[config.mk]
export PLATFORM = sky130hd
export DESIGN_NAME = bufpwm_channel
export DESIGN_NICKNAME = d
export VERILOG_FILES = /design/src/rtl/bufpwm_pkg.sv /design/src/rtl/bufpwm_prescaler.sv /design/src/rtl/bufpwm_period_ctr.sv /design/src/rtl/bufpwm_duty_buf.sv /design/src/rtl/bufpwm_channel.sv
export SDC_FILE = /design/constraint.sdc
export NUM_CORES = 1
export LEC_CHECK = 0
export ABC_CLOCK_PERIOD_IN_PS = 5300
export BUFFER_PORTS_ARGS = -buffer_cell sky130_fd_sc_hd__buf_4
export CAP_MARGIN = 20
export CORE_MARGIN = 5
export CORE_UTILIZATION = 40
export CTS_CLUSTER_DIAMETER = 150
export DETAILED_ROUTE_END_ITERATION = 16
export SYNTH_ARGS = -nofsm -noshare
export SYNTH_HDL_FRONTEND = slang
export SYNTH_SLANG_ARGS = --single-unit
[constraint.sdc]
create_clock -name clk -period 5.3 [get_ports clk]
set_clock_uncertainty 0.2 [all_clocks]
set_input_delay 0.265 -clock clk [delete_from_list [all_inputs] [get_ports clk]]
set_output_delay 0.265 -clock clk [all_outputs]
set_load 0.03 [all_outputs]
[src/rtl/bufpwm_pkg.sv]
package bufpwm_pkg;

    localparam int EXP_W   = 4;
    localparam int EXP_MAX = 10;
    localparam int PRE_W   = EXP_MAX;

    typedef logic [EXP_W-1:0] exp_t;
    typedef logic [PRE_W-1:0] pre_t;

    typedef enum logic {
        LVL_LOW  = 1'b0,
        LVL_HIGH = 1'b1
    } level_e;

    typedef struct packed {
        exp_t   exp;
        level_e act_lvl;
    } mode_t;

    function automatic exp_t clamp_exp(exp_t e);
        return (e > exp_t'(EXP_MAX)) ? exp_t'(EXP_MAX) : e;
    endfunction

    // Prescaler terminal mask; for the top exponent the shift wraps to
    // zero and the subtraction yields all ones, which is the intended mask.
    function automatic pre_t tick_mask(exp_t e);
        return (pre_t'(1) << e) - pre_t'(1);
    endfunction

    function automatic logic drive_level(logic active, level_e lvl);
        return active ? logic'(lvl) : ~logic'(lvl);
    endfunction

endpackage

[src/rtl/bufpwm_prescaler.sv]
module bufpwm_prescaler
    import bufpwm_pkg::*;
(
    input  logic clk,
    input  logic rst,
    input  logic en,
    input  exp_t exp_lvl,
    output logic tick,
    output pre_t pre_cnt
);
    pre_t mask;

    assign mask = tick_mask(exp_lvl);
    assign tick = en && ((pre_cnt & mask) == mask);

    always_ff @(posedge clk) begin
        if (rst || !en)
            pre_cnt <= '0;
        else if (tick)
            pre_cnt <= '0;
        else
            pre_cnt <= pre_cnt + pre_t'(1);
    end
endmodule

[src/rtl/bufpwm_period_ctr.sv]
module bufpwm_period_ctr #(
    parameter int DATA_W = 16
) (
    input  logic              clk,
    input  logic              rst,
    input  logic              en,
    input  logic              tick,
    input  logic [DATA_W-1:0] period,
    output logic [DATA_W-1:0] cnt,
    output logic              last
);
    localparam logic [DATA_W-1:0] ONE = DATA_W'(1);

    logic [DATA_W-1:0] final_idx;

    assign final_idx = (period == '0) ? '0 : period - ONE;
    assign last      = tick && (cnt >= final_idx);

    always_ff @(posedge clk) begin
        if (rst || !en)
            cnt <= '0;
        else if (last)
            cnt <= '0;
        else if (tick)
            cnt <= cnt + ONE;
    end
endmodule

[src/rtl/bufpwm_duty_buf.sv]
module bufpwm_duty_buf #(
    parameter int DATA_W = 16
) (
    input  logic              clk,
    input  logic              rst,
    input  logic              en,
    input  logic              boundary,
    input  logic              cfg_wr,
    input  logic [DATA_W-1:0] cfg_duty,
    input  logic              upd_wr,
    input  logic [DATA_W-1:0] upd_duty,
    output logic [DATA_W-1:0] duty_live,
    output logic              pending
);
    logic [DATA_W-1:0] shadow;

    always_ff @(posedge clk) begin
        if (rst) begin
            duty_live <= '0;
            shadow    <= '0;
            pending   <= 1'b0;
        end else if (!en) begin
            pending <= 1'b0;
            if (upd_wr)
                duty_live <= upd_duty;
            else if (cfg_wr)
                duty_live <= cfg_duty;
            else if (pending)
                duty_live <= shadow;
        end else begin
            if (boundary && pending)
                duty_live <= shadow;
            if (upd_wr) begin
                shadow  <= upd_duty;
                pending <= 1'b1;
            end else if (boundary) begin
                pending <= 1'b0;
            end
        end
    end
endmodule

[src/rtl/bufpwm_channel.sv]
module bufpwm_channel
    import bufpwm_pkg::*;
#(
    parameter int DATA_W = 16
) (
    input  logic              clk,
    input  logic              rst,
    input  logic              en,
    input  logic              cfg_wr,
    input  logic [DATA_W-1:0] cfg_period,
    input  logic [DATA_W-1:0] cfg_duty,
    input  logic [3:0]        cfg_exp,
    input  logic              cfg_pol,
    input  logic              upd_wr,
    input  logic [DATA_W-1:0] upd_duty,
    output logic              pwm_out,
    output logic              period_start,
    output logic              upd_pending
);
    logic [DATA_W-1:0] period_q;
    mode_t             mode_q;
    logic              tick;
    pre_t              pre_cnt;
    logic [DATA_W-1:0] cnt;
    logic              last;
    logic [DATA_W-1:0] duty_live;
    logic              active;

    always_ff @(posedge clk) begin
        if (rst) begin
            period_q       <= '0;
            mode_q.exp     <= '0;
            mode_q.act_lvl <= LVL_HIGH;
        end else if (!en && cfg_wr) begin
            period_q       <= cfg_period;
            mode_q.exp     <= clamp_exp(cfg_exp);
            mode_q.act_lvl <= level_e'(cfg_pol);
        end
    end

    bufpwm_prescaler u_pre (
        .clk     (clk),
        .rst     (rst),
        .en      (en),
        .exp_lvl (mode_q.exp),
        .tick    (tick),
        .pre_cnt (pre_cnt)
    );

    bufpwm_period_ctr #(.DATA_W(DATA_W)) u_ctr (
        .clk    (clk),
        .rst    (rst),
        .en     (en),
        .tick   (tick),
        .period (period_q),
        .cnt    (cnt),
        .last   (last)
    );

    bufpwm_duty_buf #(.DATA_W(DATA_W)) u_duty (
        .clk       (clk),
        .rst       (rst),
        .en        (en),
        .boundary  (last),
        .cfg_wr    (cfg_wr),
        .cfg_duty  (cfg_duty),
        .upd_wr    (upd_wr),
        .upd_duty  (upd_duty),
        .duty_live (duty_live),
        .pending   (upd_pending)
    );

    assign active       = en && (cnt >= duty_live);
    assign pwm_out      = drive_level(active, mode_q.act_lvl);
    assign period_start = last;
endmodule

==> impl_metrics.json <==
{
  "maxSlewViolCount": 0,
  "status": "finished clean",
  "startpoint_type": "flip-flop",
  "async_flop_share_pct": 0,
  "drtIter0Drc": 331,
  "diodes": 0,
  "max-vdd-ir-drop_v": 0.000173,
  "synth_compound_area_share_pct": 20.7,
  "worstMarginPinSlew_ns": 0.958,
  "cts.reportedPaths.clkPinSlew_ns": 0.06,
  "firstDrtPassIters": 6,
  "required_ns": 4.84,
  "fp.dieArea_um2": 15100,
  "die_x_um": 123,
  "clockBufferDepth": 2,
  "synth_warnings": 0,
  "ys_seq_area_share_pct": 31.5,
  "cts_max_level": 3,
  "synth_fa_ha_area_share_pct": 9.10,
  "finalWirelength_um": 13700,
  "area_growth_pct": 22.4,
  "timing.hold.ws_ns": 0.0197,
  "core-area_um2": 12600,
  "hold_viol_final": 0,
  "max_freq_mhz": 224,
  "grt_overflow_total": 0,
  "worstSkewPairLatency_ns": 0.34,
  "power_mw": 1.56,
  "avgSynthCellArea_um2": 7.65,
  "synth_top_family_by_area": "simple AND/OR/NAND/NOR gates",
  "post_drt_wl_per_cell_um": 15.0,
  "syn_area_um2": 5090,
  "synthMuxAreaShare_pct": 0.984,
  "tritoncts": "done",
  "start_util_pct": 40.5,
  "final_antenna_net_count": 0,
  "setup.worst_path.class": "reg -> out",
  "finalSetupTns_ns": 0,
  "wl_met1_um": 6500,
  "fp.dieH_um": 123,
  "gp_congestion": 0.884,
  "synthXorXnorAreaFrac_pct": 4.48,
  "hpwl_um": 9540,
  "period_share_pct": 84.3,
  "grt_pass1_vias": 4766,
  "leakagePower_nw": 2.34,
  "drv_cap": 0,
  "cts_buffers": 9,
  "rsz0062_at_grt": "false",
  "num_vias": 5001,
  "synthDistinctLibCells": 53,
  "synthFlopType": "dfxtp_1",
  "grt_pass1_wl_um": 22900,
  "grt_antenna_before_repair": 0,
  "worstPathArrival_ns": 4.00,
  "critPathSlowestCell": "or3_1",
  "drc": 0,
  "ys_ff_latch": 80,
  "synthCells": 665,
  "grt_max_degree": 74,
  "endpoint_kind": "output pin",
  "p_per_area_nw_per_um2": 250,
  "grt_use_total_pct": 19.0,
  "route.met3.wl_um": 565,
  "cp_max_fo": 14,
  "hold_class": "in -> reg",
  "drive_gt1_share_pct": 11.9,
  "setup_viol": 0,
  "wl_met2_um": 6330,
  "path_cells": "nor4_1 > nand2_1 > or4_1 > or3_1 > nand2_1 > ha_1 > a2111oi_0 > o21ai_0 > a211oi_1 > or2_2 > nor2_1 > buf_4 > buf_4",
  "cts_root_buf": "clkbuf_16",
  "io_buffers": 60,
  "num_rows": 41,
  "via_per_inst": 5.50,
  "synth_edf_count": 0,
  "cp_num_buf_inv": 2,
  "highest_layer": "met4",
  "cp_top_family": "simple AND/OR/NAND/NOR gates",
  "ios": 61,
  "period_minus_slack_ns": 4.47,
  "yosys.area_share.simple_pct": 27.2,
  "nets": 828,
  "synth_fp_nets": 760,
  "clock_sinks": 80,
  "crit_path_max_incr_delay_ns": 0.50,
  "slew_headroom_pct": 36.0
}
-- stage by stage --
step	cells	instance area, µm²	setup slack (ns)	util [%]
floorplan	665	5090	1.46	-
global placement	859	5600	1.15	44.6
detailed placement	859	5600	1.03	44.6
CTS	909	6230	0.817	49.6
global route	909	6230	0.413	49.6
finish	909	6230	0.832	49.6
-- flip-flops by register name (all words and copies together), names as in the netlist --
register,cells
u_duty.pending,1
period_q,16
u_duty.shadow,16
u_duty.duty_live,16
u_ctr.cnt,16
mode_q,5
u_pre.pre_cnt,10
-- kinds of logic after synthesis --
family,after synthesis
AND/OR/NAND/NOR,276
adder cells (fa/ha/maj),37
flip-flops,80
AO/OA/AOI/OAI,167
buffers and inverters,74
multiplexers,5
XOR/XNOR,26
-- final timing paths --
check | to | startpoint | slack (ns) | depth (start not counted)
min | mode_q[3] | cfg_exp[2] | 0.02 | 3
max reg2reg | u_duty.duty_live[13] | period_q[6] | 1.04 | 13
min reg2reg | u_duty.shadow[12] | u_duty.shadow[12] | 0.26 | 2
max | period_start | period_q[6] | 0.83 | 13
-- cells in the mapped netlist, types with 6 or more instances --
library cell | number | area, µm²
or4_1 | 10 | 75.1
inv_1 | 30 | 113
nand3_1 | 14 | 70.1
nand2b_1 | 24 | 150
nor3_1 | 6 | 30.0
or3_1 | 10 | 62.6
a22oi_1 | 14 | 105
o31ai_1 | 6 | 45.0
a21oi_1 | 73 | 365
xnor2_1 | 14 | 123
nor2_1 | 32 | 120
dfxtp_1 | 80 | 1600
clkbuf_1 | 33 | 124
o311ai_0 | 11 | 96.3
xor2_1 | 12 | 105
ha_1 | 37 | 463
o21ai_0 | 26 | 130
nor4_1 | 19 | 119
nand4_1 | 20 | 125
nand2_1 | 115 | 432
-- power breakdown --
group	switching (mW)	internal, mW	total (mW)
logic	0.180	0.144	0.325
clock network	0.242	0.341	0.583
registers	0.0226	0.626	0.649
total	0.445	1.11	1.56
-- placed cells by master (no fill, tap or decap), types with 12 or more instances in the layout --
cell type	synthesis	final
a21oi_1	73	73
a22oi_1	14	14
buf_4	3	66
dfxtp_1	80	80
dlygate4sd3_1	0	35
ha_1	37	37
inv_1	30	30
nand2_1	115	115
nand2b_1	24	24
nand3_1	14	14
nand4_1	20	20
nor2_1	32	32
nor4_1	19	19
o21ai_0	26	26
xnor2_1	14	14
xor2_1	12	12
-- metal layers --
layer  track usage (%)  vias up
li1                  -     2524
met1              25.4     2338
met2              30.5      121
met3              2.90       18
met4              8.12        0
met5                 0        -
-- tightest hold or removal path, delay by kind of cell --
kind | cells | cell delay (ns)
and+or+nand+nor | 1 | 0.07
AOI/OAI and AO/OA | 1 | 0.06
buffers and inverters | 1 | 0.11
-- layout make-up --
class	instances	area (µm²)
fillers	1210	6340
multi-input cells	511	3180
repair buffers	101	846
flip-flops and latches	80	1600
clock inverters	2	13.8
inverters	30	113
clock buffers	13	260
well taps	172	215
-- timing repair --
| action | CTS | global route |
|---|---|---|
| gates resized for setup | 0 | 0 |
| endpoints found under the setup margin | 0 | 0 |
| hold endpoints to repair | 35 | 0 |
| hold buffers | 35 | 0 |
| setup buffers | 0 | 0 |
Note: power is estimated with default switching activity, not from simulation.
